$ cat src/rtl/dp_nan_quiet.sv
module dp_nan_quiet #(
  parameter int EXP_W  = 11,
  parameter int FRAC_W = 52
) (
  input  logic                        clk,
  input  logic                        rst_n,
  input  logic                        mode_2008_i,
  input  logic [EXP_W+FRAC_W:0]       op_i,
  output logic [2:0]                  class_o,
  output logic                        snan_o,
  output logic [EXP_W+FRAC_W:0]       result_o,
  output logic                        invalid_o
);

  localparam int W  = 1 + EXP_W + FRAC_W;
  localparam int QB = FRAC_W - 1;
  localparam int RB = FRAC_W - 2;
  localparam logic [FRAC_W-1:0] QMASK = FRAC_W'(1) << QB;
  localparam logic [FRAC_W-1:0] RMASK = FRAC_W'(1) << RB;

  localparam logic [2:0] CL_ZERO = 3'd0;
  localparam logic [2:0] CL_SUB  = 3'd1;
  localparam logic [2:0] CL_NORM = 3'd2;
  localparam logic [2:0] CL_INF  = 3'd3;
  localparam logic [2:0] CL_QNAN = 3'd4;
  localparam logic [2:0] CL_SNAN = 3'd5;

  logic              sgn;
  logic [EXP_W-1:0]  ex;
  logic [FRAC_W-1:0] fr;

  assign {sgn, ex, fr} = op_i;

  logic ex_ones, ex_zero, fr_nz, is_nan, is_snan;
  assign ex_ones = &ex;
  assign ex_zero = ~|ex;
  assign fr_nz   = |fr;
  assign is_nan  = ex_ones & fr_nz;
  assign is_snan = is_nan & (mode_2008_i ^ fr[QB]);

  logic [FRAC_W-1:0] fr_leg, fr_quiet;
  assign fr_leg   = fr & ~QMASK;
  assign fr_quiet = mode_2008_i ? (fr | QMASK)
                  : ((|fr_leg) ? fr_leg : (fr_leg | RMASK));

  logic [2:0] cls_d;
  always_comb begin
    if (ex_zero)     cls_d = fr_nz ? CL_SUB : CL_ZERO;
    else if (!ex_ones) cls_d = CL_NORM;
    else if (!fr_nz) cls_d = CL_INF;
    else             cls_d = is_snan ? CL_SNAN : CL_QNAN;
  end

  logic [W-1:0] res_d;
  assign res_d = is_snan ? {sgn, ex, fr_quiet} : op_i;

  always_ff @(posedge clk or negedge rst_n) begin
    if (!rst_n) begin
      class_o   <= CL_ZERO;
      snan_o    <= 1'b0;
      result_o  <= '0;
      invalid_o <= 1'b0;
    end else begin
      class_o   <= cls_d;
      snan_o    <= is_snan;
      result_o  <= res_d;
      invalid_o <= is_snan;
    end
  end

  AST_SNAN_CLASS: assert property (@(posedge clk) disable iff (!rst_n)
    snan_o |-> (class_o == CL_SNAN));

  AST_QUIET_IS_NAN: assert property (@(posedge clk) disable iff (!rst_n)
    snan_o |-> ((&result_o[W-2:FRAC_W]) && (|result_o[FRAC_W-1:0])));

  AST_SIGN_KEPT: assert property (@(posedge clk) disable iff (!rst_n)
    rst_n |=> (result_o[W-1] == $past(op_i[W-1])));

  AST_PASS_THROUGH: assert property (@(posedge clk) disable iff (!rst_n)
    rst_n |=> (snan_o || (result_o == $past(op_i))));

  AST_INV_ONLY_NAN: assert property (@(posedge clk) disable iff (!rst_n)
    rst_n |=> (!invalid_o || (&$past(op_i[W-2:FRAC_W]))));

  AST_LEGACY_CLEAR: assert property (@(posedge clk) disable iff (!rst_n)
    rst_n |=> (!(snan_o && !$past(mode_2008_i)) || !result_o[QB]));

  AST_2008_SET: assert property (@(posedge clk) disable iff (!rst_n)
    rst_n |=> (!(snan_o && $past(mode_2008_i)) || result_o[QB]));

endmodule

$ cat config.mk
export PLATFORM = sky130hd
export DESIGN_NAME = dp_nan_quiet
export DESIGN_NICKNAME = d
export VERILOG_FILES = /design/src/rtl/dp_nan_quiet.sv
export SDC_FILE = /design/constraint.sdc
export NUM_CORES = 1
export LEC_CHECK = 0
export ABC_AREA = 0
export CAP_MARGIN = 25
export CELL_PAD_IN_SITES_DETAIL_PLACEMENT = 0
export CELL_PAD_IN_SITES_GLOBAL_PLACEMENT = 1
export CORE_ASPECT_RATIO = 0.75
export CORE_UTILIZATION = 26
export DETAILED_ROUTE_END_ITERATION = 10
export PLACE_DENSITY = 0.89
export SETUP_SLACK_MARGIN = 0.15
export SLEW_MARGIN = 20
export SYNTH_ARGS = -nofsm -noshare
export SYNTH_HDL_FRONTEND = slang
export SYNTH_SLANG_ARGS = --single-unit
$ cat constraint.sdc
create_clock -name clk -period 0.9 [get_ports clk]
set_clock_uncertainty 0.2 [all_clocks]
set_input_delay 0.18 -clock clk [delete_from_list [all_inputs] [get_ports clk]]
set_output_delay 0.18 -clock clk [all_outputs]
set_load 0.01 [all_outputs]
==> flow_metrics.tcl <==
set metrics [dict create \
    status "finished with violations" \
    violations "negative hold slack, negative setup slack" \
    fin_crit_sh 1.60 \
    die_h_um 77.7 \
    synth_top_cell_by_area "dfrtp_1" \
    grt_max_degree 41 \
    crit_fanout 4 \
    async_flop_share 1.00 \
    synth.distinct_cells 20 \
    postPlaceCellArea_sq_mm 0.00363 \
    finalInstanceArea_sq_mm 0.00376 \
    postSynthAreaPerCell_sq_um 18.2 \
    first_iter_violations 17 \
    routed_wl_um 5670 \
    via_count 1576 \
    netlist.area_leader.share 0.856 \
    grt.busiest_layer "met2" \
    via_per_inst 4.16 \
    nFillCells 694 \
    place_hpwl_um 4260 \
    hold_slack_ps -380 \
    portBuffers 135 \
    clockBufferDepth 2 \
    drc 0 \
    diodes 0 \
    post_synth_inst_count 109 \
    hold_violations 123 \
    fp.dieW_um 103 \
    min_period_ps 1440 \
    netlist_area_sq_mm 0.00199 \
    power_density_mw_per_mm2 1860 \
    rsz0062_at_grt "yes" \
    vdd_drop_max_mv 1.07 \
    antenna_found_initial 0 \
    start_util 0.270 \
    ys_ff_latch 68 \
    yosys-top-cells-area "dfrtp_1 86%, nor4_1 3.1%, nor4_2 2.5%" \
    setup_ws_ps -543 \
    areaGrowthSynthToFinish_pct 89.1 \
    cp-start-kind "input port" \
    coreArea_sq_mm 0.00736 \
    max_freq_mhz 693 \
    worstPathArrival_ps 1470 \
    rows 27 \
    worst_pin_slew_ps 258 \
    p_leak_nw 1.78 \
    seq_area_frac_synth 0.856 \
    required_ps 920 \
    multiInputGateArea_sq_um 475 \
    wl_per_cell_um 15.0 \
    grt_pass1_vias 1689 \
    numCtsBuffers 9 \
    path_clk_slew_ps 70 \
    drive_gt1_frac 0.583 \
    critPathCaptureType "flop" \
    gr-usage-met1 0.153 \
    synth-edff-count 0 \
    yosys_warnings 0 \
    drtAntennaViolNets 0 \
    htreeDepth 3 \
    num_io_pins 136 \
    root_buffer "clkbuf_8" \
    regArea_sq_mm 0.00170 \
    grt_pass1_wl_um 8350 \
    synth_most_common_cell "dfrtp_1" \
    grt_util_met3 0.0928 \
    hp-class "in2async" \
    overflow 0 \
    slew_headroom 0.827 \
    dp.cells 361 \
    max_cap_violations 0 \
    synth_nets 176 \
    drv_slew 0 \
    dr.pass1.iters 2 \
    final_cells 379 \
    nNetsFinal 341 \
    synth_top_flop_cell "dfrtp_1" \
    cts_tree "done" \
    fp.dieArea_sq_mm 0.00800 \
    cts.sinks 68 \
    grt.total_usage 0.146 \
    synth_common_cells "68 x dfrtp_1, 10 x nor4_1, 5 x nand4_1, 4 x nor2_1, 4 x nor4_2" \
    gp_congestion 0.680 \
    finalSetupViolations 75 \
    worstSetupPathType "in2reg" \
    use_met2 0.241 \
]
==> per-layer routing <==
layer	wire [um]	share of wire
met1	2130	0.38
met3	653	0.12
met4	54	0.0095
met5	0	0
met2	2830	0.50
==> stage by stage <==
| stage | utilization | worst slack [ps] | power, mW | setup TNS, ps |
|---|---|---|---|---|
| floorplan | - | -620 | 3.41 | -3190 |
| global placement | 0.493 | -1450 | 4.17 | -33830 |
| detailed placement | 0.493 | -1480 | 4.20 | -34940 |
| CTS | 0.486 | -529 | 7.03 | -26290 |
| global route | 0.511 | -579 | 7.30 | -28100 |
| finish | 0.511 | -543 | 6.98 | -24450 |
==> cells in the final DEF, fill, tap and decap left out, types with 3 or more instances in the layout <==
cell type,count
clkdlybuf4s15_1,9
nand4_1,5
clkdlybuf4s15_2,3
buf_6,30
dfrtp_1,68
buf_4,16
nor4_4,12
dlymetal6s2s_1,3
clkdlybuf4s50_1,6
bufinv_16,3
nor4_2,3
dlygate4sd2_1,15
clkbuf_8,9
buf_2,68
==> what timing repair did <==
| item | 4_1_cts | 5_1_grt |
|---|---|---|
| setup buffers | 2 | 1 |
| pin swaps | 23 | 13 |
| endpoints found under the hold margin | 121 | 123 |
| resized for setup | 460 | 42 |
| setup endpoints to repair | 75 | 75 |
==> kinds of logic (layout without fill, tap and decap cells) <==
group	count (synthesis)	in the layout	synth area share
AO/OA/AOI/OAI	7	7	0.0227
buffers and inverters	2	171	0.00566
flip-flops	68	68	0.856
multiplexers	1	1	0.00503
AND/OR/NAND/NOR	31	31	0.111
==> critical path, stage by stage <==
cell             delay (ps)
clkdlybuf4s15_1         210
nor4_4                  230
nand3_2                 130
nor4_4                  330
buf_4                   200
or3b_4                  130
a21oi_2                  40
==> worst paths after layout <==
check | start | to | slack (ps)
max in group asynchronous | rst_n | result_o[17] | 660
min in group clk | op_i[23] | result_o[23] | -250
min | rst_n | result_o[49] | -380
max | op_i[29] | snan_o | -540
==> layout make-up <==
type | count | area share
repair buffers | 155 | 0.323
flip-flops and latches | 68 | 0.453
clock inverters | 6 | 0.0300
well taps | 101 | 0.0336
multi-input cells | 39 | 0.126
clock buffers | 9 | 0.0329
inverters | 1 | 0.000998
==> report_power, final <==
part | internal, mW | leakage [nW] | switching [mW]
Combinational | 0.408 | 0.860 | 0.378
Sequential | 3.20 | 0.796 | 0.0450
Clock | 1.83 | 0.120 | 1.12
Total | 5.44 | 1.78 | 1.54
==> sequential cells by signal, summed over array words and instances (netlist names) <==
register / count
snan_o: 1
class_o: 3
result_o: 64
(Power assumes the default switching activity.)
